--- src/rtl/sdram_init_pkg.sv ---
package sdram_init_pkg;

    typedef enum logic [2:0] {
        CMD_LOAD_MODE = 3'b000,
        CMD_REFRESH   = 3'b001,
        CMD_PRECHARGE = 3'b010,
        CMD_NOP       = 3'b111
    } sdram_cmd_e;

    typedef enum logic [3:0] {
        ST_POWER_WAIT,
        ST_PRECHARGE,
        ST_GAP_RP,
        ST_REFRESH_A,
        ST_GAP_RFC_A,
        ST_REFRESH_B,
        ST_GAP_RFC_B,
        ST_LOAD_MODE,
        ST_GAP_MRD,
        ST_READY
    } init_state_e;

    typedef struct packed {
        logic       wr_single;
        logic [1:0] op_mode;
        logic [2:0] cas_lat;
        logic       burst_seq;
        logic [2:0] burst_len;
    } mode_fields_t;

    localparam int unsigned ALL_BANK_BIT = 10;
    localparam int unsigned MODE_USED_W  = 10;

endpackage

--- src/rtl/init_gap_timer.sv ---
module init_gap_timer #(
    parameter int unsigned     CNT_W     = 16,
    parameter logic [CNT_W-1:0] RESET_VAL = '0
) (
    input  logic             clk,
    input  logic             rst_n,
    input  logic             load_i,
    input  logic [CNT_W-1:0] load_val_i,
    output logic             zero_o
);

    logic [CNT_W-1:0] cnt_q;

    always_ff @(posedge clk or negedge rst_n) begin
        if (!rst_n) begin
            cnt_q <= RESET_VAL;
        end else if (load_i) begin
            cnt_q <= load_val_i;
        end else if (cnt_q != '0) begin
            cnt_q <= cnt_q - 1'b1;
        end
    end

    assign zero_o = (cnt_q == '0);

endmodule

--- src/rtl/init_mode_word.sv ---
module init_mode_word
    import sdram_init_pkg::*;
#(
    parameter int unsigned ROW_W = 13
) (
    input  mode_fields_t     fields_i,
    output logic [ROW_W-1:0] word_o
);

    always_comb begin
        word_o = '0;
        word_o[MODE_USED_W-1:0] = fields_i;
    end

endmodule

--- src/rtl/sdram_init_seq.sv ---
module sdram_init_seq
    import sdram_init_pkg::*;
#(
    parameter int unsigned WAIT_CYC  = 13300,
    parameter int unsigned T_RP_CYC  = 3,
    parameter int unsigned T_RFC_CYC = 10,
    parameter int unsigned T_MRD_CYC = 2,
    parameter int unsigned ROW_W     = 13,
    parameter int unsigned BANK_W    = 2
) (
    input  logic              clk,
    input  logic              rst_n,
    input  logic [2:0]        burst_len_i,
    input  logic              burst_seq_i,
    input  logic [2:0]        cas_lat_i,
    input  logic [1:0]        op_mode_i,
    input  logic              wr_single_i,
    output logic [2:0]        cmd_o,
    output logic [ROW_W-1:0]  addr_o,
    output logic [BANK_W-1:0] bank_o,
    output logic              ready_o
);

    localparam int unsigned MAX_A   = (WAIT_CYC > T_RP_CYC) ? WAIT_CYC : T_RP_CYC;
    localparam int unsigned MAX_B   = (T_RFC_CYC > T_MRD_CYC) ? T_RFC_CYC : T_MRD_CYC;
    localparam int unsigned MAX_ALL = (MAX_A > MAX_B) ? MAX_A : MAX_B;
    localparam int unsigned CNT_W   = $clog2(MAX_ALL + 1) + 1;

    localparam logic [CNT_W-1:0] WAIT_LOAD = CNT_W'(WAIT_CYC - 1);
    localparam logic [CNT_W-1:0] RP_LOAD   = CNT_W'(T_RP_CYC - 2);
    localparam logic [CNT_W-1:0] RFC_LOAD  = CNT_W'(T_RFC_CYC - 2);
    localparam logic [CNT_W-1:0] MRD_LOAD  = CNT_W'(T_MRD_CYC - 2);

    init_state_e      state_q, state_d;
    logic             tmr_load;
    logic [CNT_W-1:0] tmr_val;
    logic             tmr_zero;
    mode_fields_t     fields;
    logic [ROW_W-1:0] mode_word;

    init_gap_timer #(
        .CNT_W     (CNT_W),
        .RESET_VAL (WAIT_LOAD)
    ) u_timer (
        .clk        (clk),
        .rst_n      (rst_n),
        .load_i     (tmr_load),
        .load_val_i (tmr_val),
        .zero_o     (tmr_zero)
    );

    assign fields = '{wr_single: wr_single_i, op_mode: op_mode_i, cas_lat: cas_lat_i,
                      burst_seq: burst_seq_i, burst_len: burst_len_i};

    init_mode_word #(.ROW_W(ROW_W)) u_mode (
        .fields_i (fields),
        .word_o   (mode_word)
    );

    // State register
    always_ff @(posedge clk or negedge rst_n) begin
        if (!rst_n) begin
            state_q <= ST_POWER_WAIT;
        end else begin
            state_q <= state_d;
        end
    end

    // Transitions and timer loads
    always_comb begin
        state_d  = state_q;
        tmr_load = 1'b0;
        tmr_val  = '0;
        unique case (state_q)
            ST_POWER_WAIT: if (tmr_zero) state_d = ST_PRECHARGE;
            ST_PRECHARGE: begin
                state_d  = ST_GAP_RP;
                tmr_load = 1'b1;
                tmr_val  = RP_LOAD;
            end
            ST_GAP_RP:    if (tmr_zero) state_d = ST_REFRESH_A;
            ST_REFRESH_A: begin
                state_d  = ST_GAP_RFC_A;
                tmr_load = 1'b1;
                tmr_val  = RFC_LOAD;
            end
            ST_GAP_RFC_A: if (tmr_zero) state_d = ST_REFRESH_B;
            ST_REFRESH_B: begin
                state_d  = ST_GAP_RFC_B;
                tmr_load = 1'b1;
                tmr_val  = RFC_LOAD;
            end
            ST_GAP_RFC_B: if (tmr_zero) state_d = ST_LOAD_MODE;
            ST_LOAD_MODE: begin
                state_d  = ST_GAP_MRD;
                tmr_load = 1'b1;
                tmr_val  = MRD_LOAD;
            end
            ST_GAP_MRD:   if (tmr_zero) state_d = ST_READY;
            ST_READY:     state_d = ST_READY;
            default:      state_d = ST_POWER_WAIT;
        endcase
    end

    // Outputs
    always_comb begin
        cmd_o   = CMD_NOP;
        addr_o  = '0;
        bank_o  = '0;
        ready_o = 1'b0;
        unique case (state_q)
            ST_PRECHARGE: begin
                cmd_o                = CMD_PRECHARGE;
                addr_o[ALL_BANK_BIT] = 1'b1;
            end
            ST_REFRESH_A, ST_REFRESH_B: cmd_o = CMD_REFRESH;
            ST_LOAD_MODE: begin
                cmd_o  = CMD_LOAD_MODE;
                addr_o = mode_word;
            end
            ST_READY: ready_o = 1'b1;
            default: ;
        endcase
    end

endmodule

--- config.mk ---
export PLATFORM = sky130hd
export DESIGN_NAME = sdram_init_seq
export DESIGN_NICKNAME = d
export VERILOG_FILES = /design/src/rtl/sdram_init_pkg.sv /design/src/rtl/init_gap_timer.sv /design/src/rtl/init_mode_word.sv /design/src/rtl/sdram_init_seq.sv
export SDC_FILE = /design/constraint.sdc
export NUM_CORES = 1
export LEC_CHECK = 0
export ABC_AREA = 1
export BUFFER_PORTS_ARGS = -buffer_cell sky130_fd_sc_hd__buf_2
export CORE_UTILIZATION = 50
export CTS_CLUSTER_DIAMETER = 30
export CTS_CLUSTER_SIZE = 12
export DETAILED_ROUTE_END_ITERATION = 12
export PLACE_DENSITY = 0.75
export SYNTH_ARGS = -nofsm -noshare
export SYNTH_HDL_FRONTEND = slang
export SYNTH_SLANG_ARGS = --single-unit
--- constraint.sdc ---
create_clock -name clk -period 4.1 [get_ports clk]
set_input_delay 0.41 -clock clk [delete_from_list [all_inputs] [get_ports clk]]
set_output_delay 0.41 -clock clk [all_outputs]
set_load 0.03 [all_outputs]
==> summary.md <==
| Metric | Value |
|---|---|
| Global-route wire length before repair | 4623 um |
| CP Class | reg2out |
| Area after DPL | 1474 sq um |
| EDFF count, synth | 0 |
| H-tree levels | 1 |
| Final Skew | 5.247 ps |
| CP max stage delay | 490 ps |
| Status | finished, final reports clean |
| CTS max path bufs | 2 |
| Worst path cell trace | inv_2, nand2_1, nor2_2, inv_1, nor2_1, buf_2 |
| GRT overflow | 0 |
| CP max-delay cell | dfrtp_1 |
| DP Wirelength | 2307 um |
| Cts hold-fix bufs | 0 |
| Post-route clock period utilization | 0.4928 |
| PostCTS Resize Cnt | 0 |
| Setup crit start kind | flip-flop |
| Crit end category | output pin |
| Initial DRC Count | 26 |
| Met2 Use GR | 0.4486 |
| First-pass detailed-route iteration total | 4 |
| WL per Instance | 11.92 um |
| ANT nets after route | 0 |
| Die area | 2899 sq um |
| Synth Instances | 188 |
| # DRC | 0 |
| Met3 usage | 0.05085 |
| Pwr per Cell Area | 200.0 nW/um^2 |
| Initial antenna violation count | 0 |
| FF+latch count, synth | 19 |
| Fillers | 236 |
| CTS Sinks | 19 |
| IO Count | 31 |
| Seq/Total Area, Yosys | 0.3631 |
| Placed cell count | 241 |
| Max-Cap Viols | 0 |
| Average size of a mapped cell | 7.148 sq um |
| Total CTS buffers | 3 |
| Static Leak | 0.0008743 uW |
| Peak supply drop | 0.0001709 V |
| Via density per instance | 5.057 |
| Grt met1 use | 0.2356 |
| Area grow syn2layout | 11.64% |
| Total track usage | 0.2250 |
| Post-CTS Setup Inserts | 0 |
| Vias in the first global route | 1143 |
| Via count | 1239 |
| TNS Setup | 0 ps |
| Finish-stage setup viols | 0 |
| Layout cells sized above 1 | 0.3395 |
| Worst EP required | 3690 ps |
| # port buffers | 26 |
| Crit path time final | 2020 ps |
| CTS tree | done |
| Skew-Pair Late Insertion Delay | 300 ps |
| Largest net degree at the start of global routing | 20 |
| Final slew viol count | 0 |
| Initial Util | 0.5375 |
| Tot Pwr | 300.1 uW |
| Final hold violations | 0 |
| Root buffer cell | clkbuf_4 |
| Placer's final routability congestion estimate | 0.8270 |
| Achievable Freq | 494.9 MHz |
| Core box area | 2500 sq um |
| Final wirelength | 2921 um |
| Async S/R FF share, synth | 1.000 |
| Grt peak-use layer | met2 |
| Die Y | 53.84 um |
| Area of the mapped netlist | 1344 sq um |
| Critical Path AT | 1610 ps |
| Worst-path fanout max | 11 |
| Row count | 18 |
| Post-synthesis cell type count | 28 |
| Fin cells | 245 |
| Hold WC Path Type | in2async |
| Die Wd | 53.84 um |
| RSZ-0062 raised after global routing | false |
| Design Area, Final | 1500 sq um |
| CTS clk-pin slew, worst paths | 110 ps |
| N_diodes | 0 |
| Ys flop type | dfstp_2 |
| Ys Warns | 0 |
| Nets | 229 |
-- cells in the mapped netlist, types with 3 or more instances --
master | number | area [sq um]
buf_4 | 5 | 37.54
dfrtp_1 | 9 | 225.2
nand4_1 | 4 | 25.02
inv_1 | 28 | 105.1
nor2_4 | 3 | 33.78
dfstp_2 | 10 | 262.8
inv_2 | 3 | 11.26
nand3_1 | 19 | 95.09
o21ai_0 | 3 | 15.01
nor2_1 | 27 | 101.4
nand2_1 | 36 | 135.1
nor2_2 | 19 | 118.9
nand2_2 | 4 | 25.02
-- routing by layer --
metal  vias to the layer above  part of all wire
met5                         -                 0
met1                       567              0.40
met2                        49              0.52
met4                         0             0.010
met3                         6             0.061
li1                        617                 -
-- worst max-delay path, delay by kind of cell (launching register included) --
family / cells / cell delay, ps
buffers and inverters: 3 / 480
flip-flops: 1 / 490
AND/OR/NAND/NOR: 3 / 340
-- report_power, final --
group,leakage [uW],switching (uW),total (uW),internal (uW)
logic,0.000641,11.2,15.5,4.34
clock network,0.0000150,58.8,96.7,37.9
registers,0.000218,0,188,188
-- area by class of cell --
class | count | area, sq um | area share
multi-input cells | 133 | 684.4 | 0.4562
clock buffers | 4 | 26.28 | 0.01751
inverters | 33 | 133.9 | 0.08924
flip-flops and latches | 19 | 488.0 | 0.3253
repair buffers | 26 | 130.1 | 0.08674
well taps | 30 | 37.54 | 0.02502
-- cells by family (layout without fill, tap and decap cells) --
kind of cell	after synthesis	count (layout)	synth area share
fa+ha+maj	1	1	0.009309
compound gates	8	8	0.03351
buf+inv	39	63	0.1359
xor+xnor	1	1	0.006519
simple gates	119	119	0.4488
flops	19	19	0.3631
other cells	1	4	0.002791
-- flip-flops by register name, summed over array words and instances, names as in the netlist --
signal,cells
state_q,4
u_timer.cnt_q,15
-- final timing paths --
kind	start	to	slack (ps)	depth (start not counted)
worst min-delay path	rst_n	u_timer.cnt_q[2]	40	1
worst max-delay path	state_q[3]	addr_o[7]	2080	6
min in group clk	u_timer.cnt_q[1]	u_timer.cnt_q[1]	540	2
max in group asynchronous	rst_n	u_timer.cnt_q[13]	3710	1
worst min register to register	u_timer.cnt_q[1]	u_timer.cnt_q[1]	540	2
worst max register to register	u_timer.cnt_q[0]	u_timer.cnt_q[8]	2530	7
-- placed cells by master (no fill, tap or decap) --
master	Yosys	final
a21oi_1	1	1
and2_1	1	1
buf_2	0	26
clkbuf_1	0	1
clkbuf_4	0	3
clkinv_4	1	1
conb_1	1	4
dfrtp_1	9	9
dfstp_2	10	10
ha_1	1	1
inv_1	28	28
inv_2	3	3
inv_6	1	1
nand2_1	36	36
nand2_2	4	4
nand3_1	19	19
nand3_4	1	1
nand4_1	4	4
nor2_1	27	27
nor2_2	19	19
nor2_4	3	3
nor2_8	1	1
o21ai_0	3	3
o21ai_1	2	2
o21bai_1	2	2
or2_0	1	1
or2_1	2	2
or2_2	1	1
xor2_1	1	1
-- stage by stage --
step,worst slack (ps),util,hold slack (ps)
floorplan,2385,-,114.4
global placement,2548,0.5896,367.3
global route,1993,0.6001,40.40
finish,2080,0.6001,37.30
detailed placement,2418,0.5896,374.5
CTS,2071,0.6001,37.49
Power figures use the tool's default switching activity.
